--- src/rtl/tit_pkg.sv ---
package tit_pkg;
    typedef enum logic [1:0] {
        SEL_COUNT  = 2'd0,
        SEL_PERIOD = 2'd1,
        SEL_SCALE  = 2'd2,
        SEL_CTRL   = 2'd3
    } tit_sel_e;

    typedef enum logic {
        ST_HALT  = 1'b0,
        ST_COUNT = 1'b1
    } tit_state_e;
endpackage

--- src/rtl/tit_prescaler.sv ---
module tit_prescaler #(
    parameter int SCALE_W = 8
) (
    input  logic               clk,
    input  logic               rst_n,
    input  logic               run,
    input  logic               restart,
    input  logic [SCALE_W-1:0] scale,
    output logic               tick
);
    logic [SCALE_W-1:0] pre_q;

    // A tick needs an enabled cycle with the prescaler exhausted and no restart.
    assign tick = run && !restart && (pre_q == '0);

    always_ff @(posedge clk) begin
        if (!rst_n) begin
            pre_q <= '0;
        end else if (restart) begin
            pre_q <= scale;
        end else if (run) begin
            if (pre_q == '0) pre_q <= scale;
            else             pre_q <= pre_q - 1'b1;
        end
    end

    AST_PRE_STEP: assert property (@(posedge clk) disable iff (!rst_n)
        (run && !restart && pre_q != '0) |=> (pre_q == $past(pre_q) - 1'b1));
    AST_PRE_HOLD: assert property (@(posedge clk) disable iff (!rst_n)
        (!run && !restart) |=> $stable(pre_q));
    AST_PRE_RESTART: assert property (@(posedge clk) disable iff (!rst_n)
        restart |=> (pre_q == $past(scale)));
endmodule

--- src/rtl/tit_downcount.sv ---
module tit_downcount #(
    parameter int CNT_W = 16
) (
    input  logic             clk,
    input  logic             rst_n,
    input  logic             load,
    input  logic [CNT_W-1:0] load_val,
    input  logic             tick,
    input  logic [CNT_W-1:0] period,
    output logic [CNT_W-1:0] count,
    output logic             wrap
);
    assign wrap = tick && !load && (count == '0);

    always_ff @(posedge clk) begin
        if (!rst_n) begin
            count <= '0;
        end else if (load) begin
            count <= load_val;
        end else if (tick) begin
            if (count == '0) count <= period;
            else             count <= count - 1'b1;
        end
    end

    AST_CNT_DEC: assert property (@(posedge clk) disable iff (!rst_n)
        (tick && !load && count != '0) |=> (count == $past(count) - 1'b1));
    AST_CNT_IDLE: assert property (@(posedge clk) disable iff (!rst_n)
        (!tick && !load) |=> $stable(count));
endmodule

--- src/rtl/tick_interval_timer.sv ---
module tick_interval_timer #(
    parameter int CNT_W   = 16,
    parameter int SCALE_W = 8
) (
    input  logic             clk,
    input  logic             rst_n,
    input  logic             wr_en,
    input  logic [1:0]       wr_sel,
    input  logic [CNT_W-1:0] wr_data,
    output logic             irq,
    output logic [CNT_W-1:0] count_val,
    output logic             running
);
    import tit_pkg::*;

    tit_state_e         state_q, state_d;
    logic [CNT_W-1:0]   period_q;
    logic [SCALE_W-1:0] scale_q;
    logic               cnt_wr, per_wr, scl_wr, ctl_wr;
    logic               tick, wrap, run;

    assign cnt_wr = wr_en && (tit_sel_e'(wr_sel) == SEL_COUNT);
    assign per_wr = wr_en && (tit_sel_e'(wr_sel) == SEL_PERIOD);
    assign scl_wr = wr_en && (tit_sel_e'(wr_sel) == SEL_SCALE);
    assign ctl_wr = wr_en && (tit_sel_e'(wr_sel) == SEL_CTRL);

    // Next state: GO and STOP follow control writes.
    always_comb begin
        state_d = state_q;
        unique case (state_q)
            ST_HALT:  if (ctl_wr && wr_data[0])  state_d = ST_COUNT;
            ST_COUNT: if (ctl_wr && !wr_data[0]) state_d = ST_HALT;
            default:  state_d = ST_HALT;
        endcase
    end

    // State register.
    always_ff @(posedge clk) begin
        if (!rst_n) state_q <= ST_HALT;
        else        state_q <= state_d;
    end

    // Outputs decoded from state.
    always_comb begin
        unique case (state_q)
            ST_COUNT: run = 1'b1;
            default:  run = 1'b0;
        endcase
    end
    assign running = run;

    always_ff @(posedge clk) begin
        if (!rst_n) begin
            period_q <= '0;
            scale_q  <= '0;
            irq      <= 1'b0;
        end else begin
            if (per_wr) period_q <= wr_data;
            if (scl_wr) scale_q  <= wr_data[SCALE_W-1:0];
            irq <= wrap;
        end
    end

    tit_prescaler #(.SCALE_W(SCALE_W)) u_pre (
        .clk     (clk),
        .rst_n   (rst_n),
        .run     (run),
        .restart (cnt_wr),
        .scale   (scale_q),
        .tick    (tick)
    );

    tit_downcount #(.CNT_W(CNT_W)) u_cnt (
        .clk      (clk),
        .rst_n    (rst_n),
        .load     (cnt_wr),
        .load_val (wr_data),
        .tick     (tick),
        .period   (period_q),
        .count    (count_val),
        .wrap     (wrap)
    );

    AST_RELOAD_VALUE: assert property (@(posedge clk) disable iff (!rst_n)
        irq |-> (count_val == $past(period_q)));
    AST_IRQ_NEEDS_RUN: assert property (@(posedge clk) disable iff (!rst_n)
        irq |-> $past(running));
    AST_LOAD_NO_IRQ: assert property (@(posedge clk) disable iff (!rst_n)
        irq |-> !$past(cnt_wr));
    AST_HALT_HOLD: assert property (@(posedge clk) disable iff (!rst_n)
        (!running && !cnt_wr) |=> $stable(count_val));
    AST_COUNT_LOAD: assert property (@(posedge clk) disable iff (!rst_n)
        cnt_wr |=> (count_val == $past(wr_data)));
endmodule

--- config.mk ---
export PLATFORM = sky130hd
export DESIGN_NAME = tick_interval_timer
export DESIGN_NICKNAME = d
export VERILOG_FILES = /design/src/rtl/tit_pkg.sv /design/src/rtl/tit_prescaler.sv /design/src/rtl/tit_downcount.sv /design/src/rtl/tick_interval_timer.sv
export SDC_FILE = /design/constraint.sdc
export NUM_CORES = 1
export LEC_CHECK = 0
export CORE_MARGIN = 8
export CORE_UTILIZATION = 35
export DETAILED_ROUTE_END_ITERATION = 16
export GPL_TIMING_DRIVEN = 1
export HOLD_SLACK_MARGIN = 0.06
export SLEW_MARGIN = 40
export SYNTH_ARGS = -nofsm -noshare
export SYNTH_HDL_FRONTEND = slang
export SYNTH_SLANG_ARGS = --single-unit
--- constraint.sdc ---
create_clock -name clk -period 2.3 [get_ports clk]
set_input_delay 0.345 -clock clk [delete_from_list [all_inputs] [get_ports clk]]
set_output_delay 0.345 -clock clk [all_outputs]
set_load 0.01 [all_outputs]
==> After elaboration in Yosys (flattened, before gate mapping) <==
Cells that the tools add are included.
W data, S select, Z words.
{ "totals": {"register_bits": 50, "inputBits": 21, "output_inout_bits": 18, "elab_cells": 39} }
{ "classes": {"add_sub_neg": 2, "eq_ne": 3, "muxes": 10, "bitwise": 1, "reduce_logical": 17} }
{ "ops": {"columns": ["op", "count"], "rows": [
  ["$mux W16", 3],
  ["$mux W8", 3],
  ["$logic_not A16 Y1", 1],
  ["$sub A16 B1 Y16 const B", 1],
  ["$logic_and A1 B1 Y1", 10],
  ["$logic_not A8 Y1", 1],
  ["$sub A8 B1 Y8 const B", 1],
  ["$eq A2 B2 Y1 const B", 2],
  ["$reduce_bool A2 Y1", 2],
  ["$mux W1", 3],
  ["$eq A2 B1 Y1 const B", 1],
  ["$logic_not A1 Y1", 2],
  ["$logic_not A2 Y1", 1],
  ["$pmux W1 S2", 1],
  ["$not A1 Y1", 1]
]} }

==> Longest topological paths before layout <==
Gate-level depths: netlist of the first run.
{ "logic_depth": {"ltp_word": 7, "mapped_depth": 7, "mapped_depth_nobuf": 7} }

==> By module <==
A second synthesis of the first run with hierarchy kept.
{ "unflattened": {"cells_unflattened": 360, "area_unflattened_um2": 2971.6} }
{ "modules_own_cells": {"columns": ["mod", "n_inst", "cells_per_inst", "area_each_um2", "seq_area_each_um2"], "rows": [
  ["tit_downcount", 1, 183, 1367.6, 320.3],
  ["tick_interval_timer", 1, 105, 1018.5, 520.5],
  ["tit_prescaler", 1, 72, 585.6, 160.2]
]} }

==> Least setup slack after synthesis of the first run <==
Ideal clock, no wire load.
{ "synth_path": {"path_type": "register to register", "startpoint": "reg u_cnt.count[9]", "endpoint": "reg u_cnt.count[3]", "setup_ns": 0.130, "arrival_time_ns": 1.597, "required_ns": 2.170, "setup_slack_ns": 0.573, "path_stages_with_launch": 8, "path_buffers": 2, "period_less_slack_ns": 1.727, "path_cell_list": "dfxtp_1 clkbuf_1 nor3_1 and2_1 nand4_1 clkbuf_1 o21ai_0 o22ai_1"} }
{ "synth_via": {"elab_chain_cells": 4} }
{ "synth_rtl": {"columns": ["item", "line", "text"], "rows": [
  ["start: declaration", "tit_downcount.sv:10", "output logic [CNT_W-1:0] count,"],
  ["start signal: assignment", "tit_downcount.sv:19", "count <= load_val;"],
  ["start signal: assignment", "tit_downcount.sv:21", "if (count == '0) count <= period;"],
  ["start signal: assignment", "tit_downcount.sv:22", "else count <= count - 1'b1;"],
  ["$logic_not A16 Y1", "tit_downcount.sv:21", null],
  ["$mux W16", "tit_downcount.sv:21", null],
  ["$mux W16", "tit_downcount.sv:20", "end else if (tick) begin"],
  ["$mux W16", "tit_downcount.sv:18", "end else if (load) begin"]
]} }
Every way passes these cells. The select of a mux whose other input is x is not followed.
A chain may end at the register's enable or synchronous reset.

==> Worst setup path in the final report of the first run <==
{ "layout_path": {"startpoint": "reg u_cnt.count[0]", "endpoint": "reg u_cnt.count[10]"} }
{ "layout_via": {"elab_chain_cells": 4, "word_cells_on_any_way": 5, "classes_between": "add/sub: 1; mux: 3; reduce/logical: 1"} }
{ "layout_rtl": {"columns": ["item", "line"], "rows": [
  ["$sub A16 B1 Y16 or $logic_not A16 Y1 (tied branches)", "tit_downcount.sv:22, tit_downcount.sv:21"],
  ["$mux W16 *", "tit_downcount.sv:21"],
  ["$mux W16 *", "tit_downcount.sv:20"],
  ["$mux W16 *", "tit_downcount.sv:18"]
]} }
Every way passes the cells marked *; elsewhere a longest branch is shown, timed or not. The select of a mux whose other input is x is not followed.

==> results of run 1 <==
[through the flow]
step / worst slack (ps) / cells / utilization, % / instance area, µm²
after CTS: 290 / 469 / 45.0 / 3260
after global placement: 190 / 461 / 43.7 / 3170
after detailed placement: 154 / 461 / 43.7 / 3170
after floorplan: 573 / 326 / - / 2610
final: 287 / 469 / 45.0 / 3260
after global routing: 32.4 / 469 / 45.0 / 3260
[logic make-up after synthesis]
kind of cell             count (synthesis)
AND/OR/NAND/NOR                        139
flip-flops                              50
multiplexers                            13
adder cells (fa/ha/maj)                  4
AO/OA/AOI/OAI                           89
buffers and inverters                   24
XOR/XNOR                                 7
[synthesized netlist by cell type (2+ instances only)]
master and n:
sky130_fd_sc_hd__nor4_1 2, sky130_fd_sc_hd__a211oi_1 2, sky130_fd_sc_hd__o32ai_1 10, sky130_fd_sc_hd__nand3b_1 2
sky130_fd_sc_hd__a21oi_1 27, sky130_fd_sc_hd__nand2_1 47, sky130_fd_sc_hd__a31oi_1 3, sky130_fd_sc_hd__a22oi_1 16
sky130_fd_sc_hd__xnor2_1 7, sky130_fd_sc_hd__o211ai_1 2, sky130_fd_sc_hd__nor3b_1 3, sky130_fd_sc_hd__nor3_1 9
sky130_fd_sc_hd__nor2_1 43, sky130_fd_sc_hd__a31o_1 3, sky130_fd_sc_hd__nor2b_1 2, sky130_fd_sc_hd__nand4_1 5
sky130_fd_sc_hd__nand2b_1 2, sky130_fd_sc_hd__nand3_1 9, sky130_fd_sc_hd__mux2i_1 13, sky130_fd_sc_hd__o22ai_1 7
sky130_fd_sc_hd__a31o_2 2, sky130_fd_sc_hd__o21a_1 2, sky130_fd_sc_hd__buf_2 5, sky130_fd_sc_hd__nor4_4 2
sky130_fd_sc_hd__and2_1 4, sky130_fd_sc_hd__o21ai_0 10, sky130_fd_sc_hd__clkbuf_1 13, sky130_fd_sc_hd__ha_1 4
sky130_fd_sc_hd__dfxtp_1 50, sky130_fd_sc_hd__inv_1 5
[area by class of cell]
class,count,area [µm²]
fill,762,3990
multi-input combinational,252,1520
sequential,50,1000
timing repair buffer,55,508
tap,99,124
clock buffer,7,86.3
inverter,5,18.8
clock inverter,1,5.00
[per-layer routing]
metal	share of wire (%)	wire length, µm	up-vias
met5	0	0	-
met4	1.2	90	0
met1	49	3770	1188
met2	45	3480	49
li1	-	-	1272
met3	4.0	309	6
[sequential cells by signal, summed over array words and instances (netlist names), named ones only]
signal and flops:
irq 1, period_q 16, scale_q 8, u_cnt.count 16, u_pre.pre_q 8
[worst min-delay path by stage]
stage / startpoint / endpoint / slack [ps] / cells after the start
6_report: period_q[11]$_SDFFE_PN0P_ / period_q[11]$_SDFFE_PN0P_ / 460 / 2
3_3_place_gp: period_q[15]$_SDFFE_PN0P_ / period_q[15]$_SDFFE_PN0P_ / 440 / 2
3_5_place_dp: period_q[11]$_SDFFE_PN0P_ / period_q[11]$_SDFFE_PN0P_ / 450 / 2
5_1_grt: period_q[7]$_SDFFE_PN0P_ / period_q[7]$_SDFFE_PN0P_ / 480 / 2
4_1_cts: period_q[11]$_SDFFE_PN0P_ / period_q[11]$_SDFFE_PN0P_ / 460 / 2
2_1_floorplan: period_q[2]$_SDFFE_PN0P_ / period_q[2]$_SDFFE_PN0P_ / 430 / 2
[power groups by stage]
stage,Combinational (mW),Sequential [mW],Clock [mW]
final,0.731,0.960,0.548
after global routing,0.820,0.970,0.593
after CTS,0.735,0.960,0.560
after global placement,0.726,0.980,0
after detailed placement,0.732,0.980,0
after floorplan,0.487,0.975,0
[worst max-delay path, cell delays in order (launching register included)]
cell,delay [ps]
sky130_fd_sc_hd__dfxtp_1,370
sky130_fd_sc_hd__inv_1,120
sky130_fd_sc_hd__ha_1,260
sky130_fd_sc_hd__nor3b_1,480
sky130_fd_sc_hd__nand2_1,190
sky130_fd_sc_hd__o22ai_1,160
sky130_fd_sc_hd__a21oi_1,90
sky130_fd_sc_hd__o32ai_1,260
==> metrics.log, run 1 <==
[metrics] total power per unit cell area: 687 nW/µm²
[metrics] synthesized-area fraction occupied by ao, oa, aoi and oai cells: 22.5%
[metrics] number of remaining DRC errors: 0
[metrics] share of power burned in combinational logic: 32.7%
[metrics] Period minus WS final: 2010 ps
[metrics] length of the first detailed-routing pass in iterations: 4
[metrics] Synth top area share: 38.3%
[metrics] total power: 2.24 mW
[metrics] residual overflow from global routing: 0
[metrics] buffer depth of the longest clock path: 2
[metrics] estimated wirelength of the detail-placed design: 5.51 mm
[metrics] Yosys warning count: 0
[metrics] number of synthesized flops with an enable pin: 0
[metrics] total wire length: 7.64 mm
[metrics] Max H-tree Level: 2
[metrics] share of layout cells above drive strength 1: 8.92%
[metrics] first-iteration detailed-routing DRC count: 154
[metrics] Min Hold Slack: 461 ps
[metrics] Die Footprint: 10500 µm²
[metrics] setup slack, reg-to-reg: 290 ps
[metrics] vias per std cell: 5.36
[metrics] Avg Cell Area, Syn: 8.01 µm²
[metrics] initial antenna violation count: 0
[metrics] Final nets: 394
[metrics] simple logic cell fraction of the synthesized area: 26.2%
[metrics] Net Sw Frac: 34.1%
[metrics] commonest non-fill, non-tap cell in the layout: sky130_fd_sc_hd__dfxtp_1
[metrics] endpoint class of the critical path: flip-flop
[metrics] wire per inst: 16.3 µm
[metrics] num rows: 31
[metrics] die boundary width: 102 µm
[metrics] power dissipated by switching net loads: 0.763 mW
[metrics] number of max-slew violations in the final report: 0
[metrics] Synth Area in XOR/XNOR: 2.35%
[metrics] register clock-pin slew on the reported worst setup and hold paths: 100 ps
[metrics] number of gates resized after cts: 0
[metrics] cell chosen for the clock root: sky130_fd_sc_hd__clkbuf_8
[metrics] commonest cells after routing, fill and taps aside: 50 x sky130_fd_sc_hd__dfxtp_1, 47 x sky130_fd_sc_hd__nand2_1, 43 x sky130_fd_sc_hd__nor2_1, 38 x sky130_fd_sc_hd__clkdlybuf4s50_1, 27 x sky130_fd_sc_hd__a21oi_1
[metrics] Yosys reg bits: 50
[metrics] clock buffer count from CTS: 5
[metrics] crit share post-route: 87.5%
[metrics] beginning of the critical path: u_cnt.count[0]$_SDFFE_PN0P_
[metrics] ys flop type: sky130_fd_sc_hd__dfxtp_1
[metrics] GR Util met3: 2.45%
[metrics] Finish-stage setup viols: 0
[metrics] met2 capacity usage during global routing: 24.0%
[metrics] Netlist Area Pre-Place: 2610 µm²
[metrics] critical path capture point: u_cnt.count[10]$_SDFFE_PN0P_
[metrics] RR Startpoint: u_cnt.count[0]$_SDFFE_PN0P_
[metrics] synthesized netlist net count: 351
[metrics] R2R cell count: 7
[metrics] vias after detailed routing: 2515
[metrics] routing layer with the top usage in global route: met2
[metrics] total of max-cap violations: 0
[metrics] number of buffers added for setup after CTS: 0
[metrics] number of I/O pins: 39
[metrics] endpoint arrival time on the critical path: 2240 ps
[metrics] post-route setup TNS: 0 ps
[metrics] met1 Resource Use GR: 21.8%
[metrics] Clock Sinks: 50
[metrics] Setup Skew: 7.77 ps
[metrics] status: completed
[metrics] power share of the clock group: 24.5%
[metrics] highest attainable clock frequency: 497 MHz
[metrics] largest driver fanout on the critical path: 5
[metrics] worst-case headroom to the max-slew limit: 62.7%
[metrics] Post-synth ARST share: 0%
[metrics] Synth area leader: sky130_fd_sc_hd__dfxtp_1
[metrics] die height: 102 µm
[metrics] end of the worst register-to-register path: u_cnt.count[10]$_SDFFE_PN0P_
[metrics] number of antenna repair diodes: 0
[metrics] worst-skew pair later-pin latency: 310 ps
[metrics] Floorplan Core Area: 7250 µm²
[metrics] DRT antenna net count: 0
[metrics] Synth cell types: 45
[metrics] Cells after Synth: 326
[metrics] global-route wire length before repair: 13.0 mm
[metrics] sequential fraction of design power: 42.9%
[metrics] leakage component of the power: 1.23 nW
[metrics] GRT Util Overall: 15.7%
[metrics] internal power of the cells: 1.48 mW
[metrics] proportion of synthesized area in mux cells: 4.98%
[metrics] Worst Setup Path Type: flip-flop to flip-flop
[metrics] Slew @ Worst Pin: 555 ps
[metrics] count of endpoints failing hold in the final timing report: 0
[metrics] relative area change from synthesis to final layout: 24.9%
[metrics] number of global-route vias before repair: 2445
[metrics] maximum ir drop on the vdd rail: 0.000286 V
[metrics] Synth Area in Adders: 1.92%
[metrics] maximum number of pins on one net before global-route repair: 33
[metrics] path class of the lowest-slack min-delay path: flip-flop to flip-flop
[metrics] main combinational cell family by area after synthesis: simple AND/OR/NAND/NOR gates
[metrics] cts hold-fix bufs: 0
[metrics] Placer Congestion: 0.854
[metrics] unrepaired setup endpoints after global routing: no
[metrics] Req. time, crit path: 2520 ps
[metrics] portion of the post-synthesis area used by sequential elements: 38.3%
[metrics] PortBufs: 38
[metrics] initial core utilization: 36.0%
[metrics] cells taking the most area after synthesis: sky130_fd_sc_hd__dfxtp_1 38%, sky130_fd_sc_hd__nand2_1 6.8%, sky130_fd_sc_hd__nor2_1 6.2%, sky130_fd_sc_hd__a21oi_1 5.2%, sky130_fd_sc_hd__mux2i_1 5.0%
[metrics] TritonCTS clock tree: yes
[metrics] launching element type of the critical path: flip-flop
Power figures use the tool's default switching activity.
==> run 2, diff against run 1 <==
--- a/config.mk
+++ b/config.mk
@@ -6,10 +6,11 @@
 export NUM_CORES = 1
 export LEC_CHECK = 0
 export CORE_MARGIN = 8
-export CORE_UTILIZATION = 35
+export CORE_UTILIZATION = 54
 export DETAILED_ROUTE_END_ITERATION = 16
 export GPL_TIMING_DRIVEN = 1
 export HOLD_SLACK_MARGIN = 0.06
+export PLACE_DENSITY = 0.8
 export SLEW_MARGIN = 40
 export SYNTH_ARGS = -nofsm -noshare
 export SYNTH_HDL_FRONTEND = slang
==> run 2 against run 1 <==
Against the previous run:
- worst hold slack lost 2.8 ps
- non-clock buffer count is 4 lower
- flip-flop and latch count is the same
- clock skew is 3.5 ps lower
- wire length down 3.3%
- global-route usage up 4.9 points
- setup slack got worse by 80 ps
- largest power group unchanged
- register-to-register slack lost 80 ps
- critical path depth stayed put
- critical endpoint is now u_cnt.count[6]$_SDFFE_PN0P_
- clock power grew 17%
- maximum frequency fell by 3.8%
==> metrics.log, run 2 (synthesized netlist as in run 1, its figures left out) <==
[metrics] R2R cell count: 7
[metrics] buffer depth of the longest clock path: 2
[metrics] met2 capacity usage during global routing: 31.6%
[metrics] path class of the lowest-slack min-delay path: flip-flop to flip-flop
[metrics] routing layer with the top usage in global route: met2
[metrics] power share of the clock group: 27.3%
[metrics] maximum number of pins on one net before global-route repair: 48
[metrics] number of I/O pins: 39
[metrics] number of max-slew violations in the final report: 0
[metrics] Floorplan Core Area: 4690 µm²
[metrics] power dissipated by switching net loads: 0.790 mW
[metrics] die height: 85.5 µm
[metrics] Net Sw Frac: 33.6%
[metrics] number of buffers added for setup after CTS: 0
[metrics] Die Footprint: 7320 µm²
[metrics] number of antenna repair diodes: 0
[metrics] number of remaining DRC errors: 0
[metrics] sequential fraction of design power: 41.0%
[metrics] count of endpoints failing hold in the final timing report: 0
[metrics] end of the worst register-to-register path: u_cnt.count[6]$_SDFFE_PN0P_
[metrics] post-layout worst setup margin: 207 ps
[metrics] length of the first detailed-routing pass in iterations: 5
[metrics] Placement Setup Slack: 150 ps
[metrics] Req. time, crit path: 2550 ps
[metrics] highest attainable clock frequency: 478 MHz
[metrics] global-route wire length before repair: 12.3 mm
[metrics] worst hold start: period_q[3]$_SDFFE_PN0P_
[metrics] Endpoint, Worst Hold: period_q[3]$_SDFFE_PN0P_
[metrics] endpoint arrival time on the critical path: 2340 ps
[metrics] PortBufs: 38
[metrics] estimated wirelength of the detail-placed design: 5.01 mm
[metrics] TritonCTS clock tree: yes
[metrics] initial core utilization: 55.7%
[metrics] register clock-pin slew on the reported worst setup and hold paths: 100 ps
[metrics] crit share post-route: 91.0%
[metrics] post-route setup TNS: 0 ps
[metrics] Placer Congestion: 0.844
[metrics] DRT antenna net count: 0
[metrics] count of cells along the worst hold path: 2
[metrics] launching element type of the critical path: flip-flop
[metrics] GRT Util Overall: 20.6%
[metrics] relative area change from synthesis to final layout: 22.9%
[metrics] Slew @ Worst Pin: 579 ps
[metrics] largest driver fanout on the critical path: 6
[metrics] share of power burned in combinational logic: 31.7%
[metrics] internal power of the cells: 1.56 mW
[metrics] Setup Skew: 4.23 ps
[metrics] vias after detailed routing: 2630
[metrics] first-iteration detailed-routing DRC count: 192
[metrics] clock buffer count from CTS: 5
[metrics] leading registers by flop count: period_q x16, u_cnt.count x16
[metrics] number of global-route vias before repair: 2464
[metrics] worst-case headroom to the max-slew limit: 61.2%
[metrics] num rows: 25
[metrics] RR Startpoint: u_cnt.count[0]$_SDFFE_PN0P_
[metrics] initial antenna violation count: 0
[metrics] residual overflow from global routing: 0
[metrics] total power per unit cell area: 732 nW/µm²
[metrics] worst-skew pair later-pin latency: 310 ps
[metrics] Final nets: 390
[metrics] total of max-cap violations: 0
[metrics] commonest cells after routing, fill and taps aside: 50 x sky130_fd_sc_hd__dfxtp_1, 47 x sky130_fd_sc_hd__nand2_1, 43 x sky130_fd_sc_hd__nor2_1, 38 x sky130_fd_sc_hd__clkdlybuf4s50_1, 27 x sky130_fd_sc_hd__a21oi_1
[metrics] Clock Sinks: 50
[metrics] Max H-tree Level: 2
[metrics] total wire length: 7.39 mm
[metrics] Finish-stage setup viols: 0
[metrics] status: completed
[metrics] wire per inst: 17.6 µm
[metrics] met1 Resource Use GR: 28.3%
[metrics] Worst Setup Path Type: flip-flop to flip-flop
[metrics] maximum ir drop on the vdd rail: 0.000492 V
[metrics] setup slack, reg-to-reg: 210 ps
[metrics] Period minus WS final: 2090 ps
[metrics] GR Util met3: 4.20%
[metrics] commonest non-fill, non-tap cell in the layout: sky130_fd_sc_hd__dfxtp_1
[metrics] die boundary width: 85.5 µm
[metrics] share of layout cells above drive strength 1: 8.20%
[metrics] leakage component of the power: 1.23 nW
[metrics] unrepaired setup endpoints after global routing: no
[metrics] cts hold-fix bufs: 0
[metrics] number of gates resized after cts: 0
[metrics] cell chosen for the clock root: sky130_fd_sc_hd__clkbuf_8
[metrics] endpoint class of the critical path: flip-flop
[metrics] Layout fillers: 409
[metrics] vias per std cell: 6.26
==> run 2: per-stage QoR <==
| step | instance area (µm²) | hold slack, ps | total power [mW] | std cells | utilization [%] |
|---|---|---|---|---|---|
| after detailed placement | 3100 | 444 | 1.71 | 412 | 66.0 |
| after global routing | 3210 | 478 | 2.47 | 420 | 68.4 |
| after CTS | 3210 | 457 | 2.34 | 420 | 68.4 |
| final | 3210 | 458 | 2.35 | 420 | 68.4 |
| after global placement | 3100 | 441 | 1.69 | 412 | 66.0 |
| after floorplan | 2610 | 433 | 1.46 | 326 | - |
==> run 2: area by class of cell <==
type | instances | area (µm²) | share of cell area (%)
Sequential cell | 50 | 1000 | 31.2
Timing Repair Buffer | 51 | 490 | 15.3
Multi-Input combinational cell | 252 | 1520 | 47.3
Clock buffer | 5 | 68.8 | 2.14
Inverter | 5 | 18.8 | 0.585
Clock inverter | 3 | 43.8 | 1.36
Tap cell | 54 | 67.6 | 2.11
==> run 2: critical path, cell delays in order, from the launching register on <==
cell and delay, ps:
sky130_fd_sc_hd__dfxtp_1 380, sky130_fd_sc_hd__inv_1 130, sky130_fd_sc_hd__ha_1 190, sky130_fd_sc_hd__nor2b_1 320, sky130_fd_sc_hd__nand3_1 290, sky130_fd_sc_hd__nor4_1 360, sky130_fd_sc_hd__mux2i_1 240, sky130_fd_sc_hd__o2bb2ai_1 130
==> run 2: power by group through the flow <==
| stage | sequential [mW] | combinational, mW | clock, mW |
|---|---|---|---|
| 4_1_cts | 0.961 | 0.733 | 0.643 |
| 6_report | 0.964 | 0.746 | 0.641 |
| 3_5_place_dp | 0.981 | 0.724 | 0 |
| 3_3_place_gp | 0.981 | 0.714 | 0 |
| 2_1_floorplan | 0.975 | 0.487 | 0 |
| 5_1_grt | 0.970 | 0.824 | 0.679 |
==> run 2: metal layers <==
layer  vias to the layer above  routed length [µm]
met5                         -                   0
met4                         0                  98
met3                        10                 529
met2                       118                3330
met1                      1238                3430
li1                       1264                   -
==> run 2: how the worst max path moves through the flow <==
stage                                     start                     endpoint  slack (ps)  cells after the start
finish              u_cnt.count[0]$_SDFFE_PN0P_  u_cnt.count[6]$_SDFFE_PN0P_         210                      7
global route        u_cnt.count[0]$_SDFFE_PN0P_  u_cnt.count[6]$_SDFFE_PN0P_          30                      7
CTS                 u_cnt.count[0]$_SDFFE_PN0P_  u_cnt.count[6]$_SDFFE_PN0P_         200                      7
detailed placement                    wr_sel[1]  u_pre.pre_q[4]$_SDFFE_PN0P_         150                      6
global placement                          wr_en  u_pre.pre_q[0]$_SDFFE_PN0P_         190                      6
floorplan           u_cnt.count[9]$_SDFFE_PN0P_  u_cnt.count[3]$_SDFFE_PN0P_         570                      7
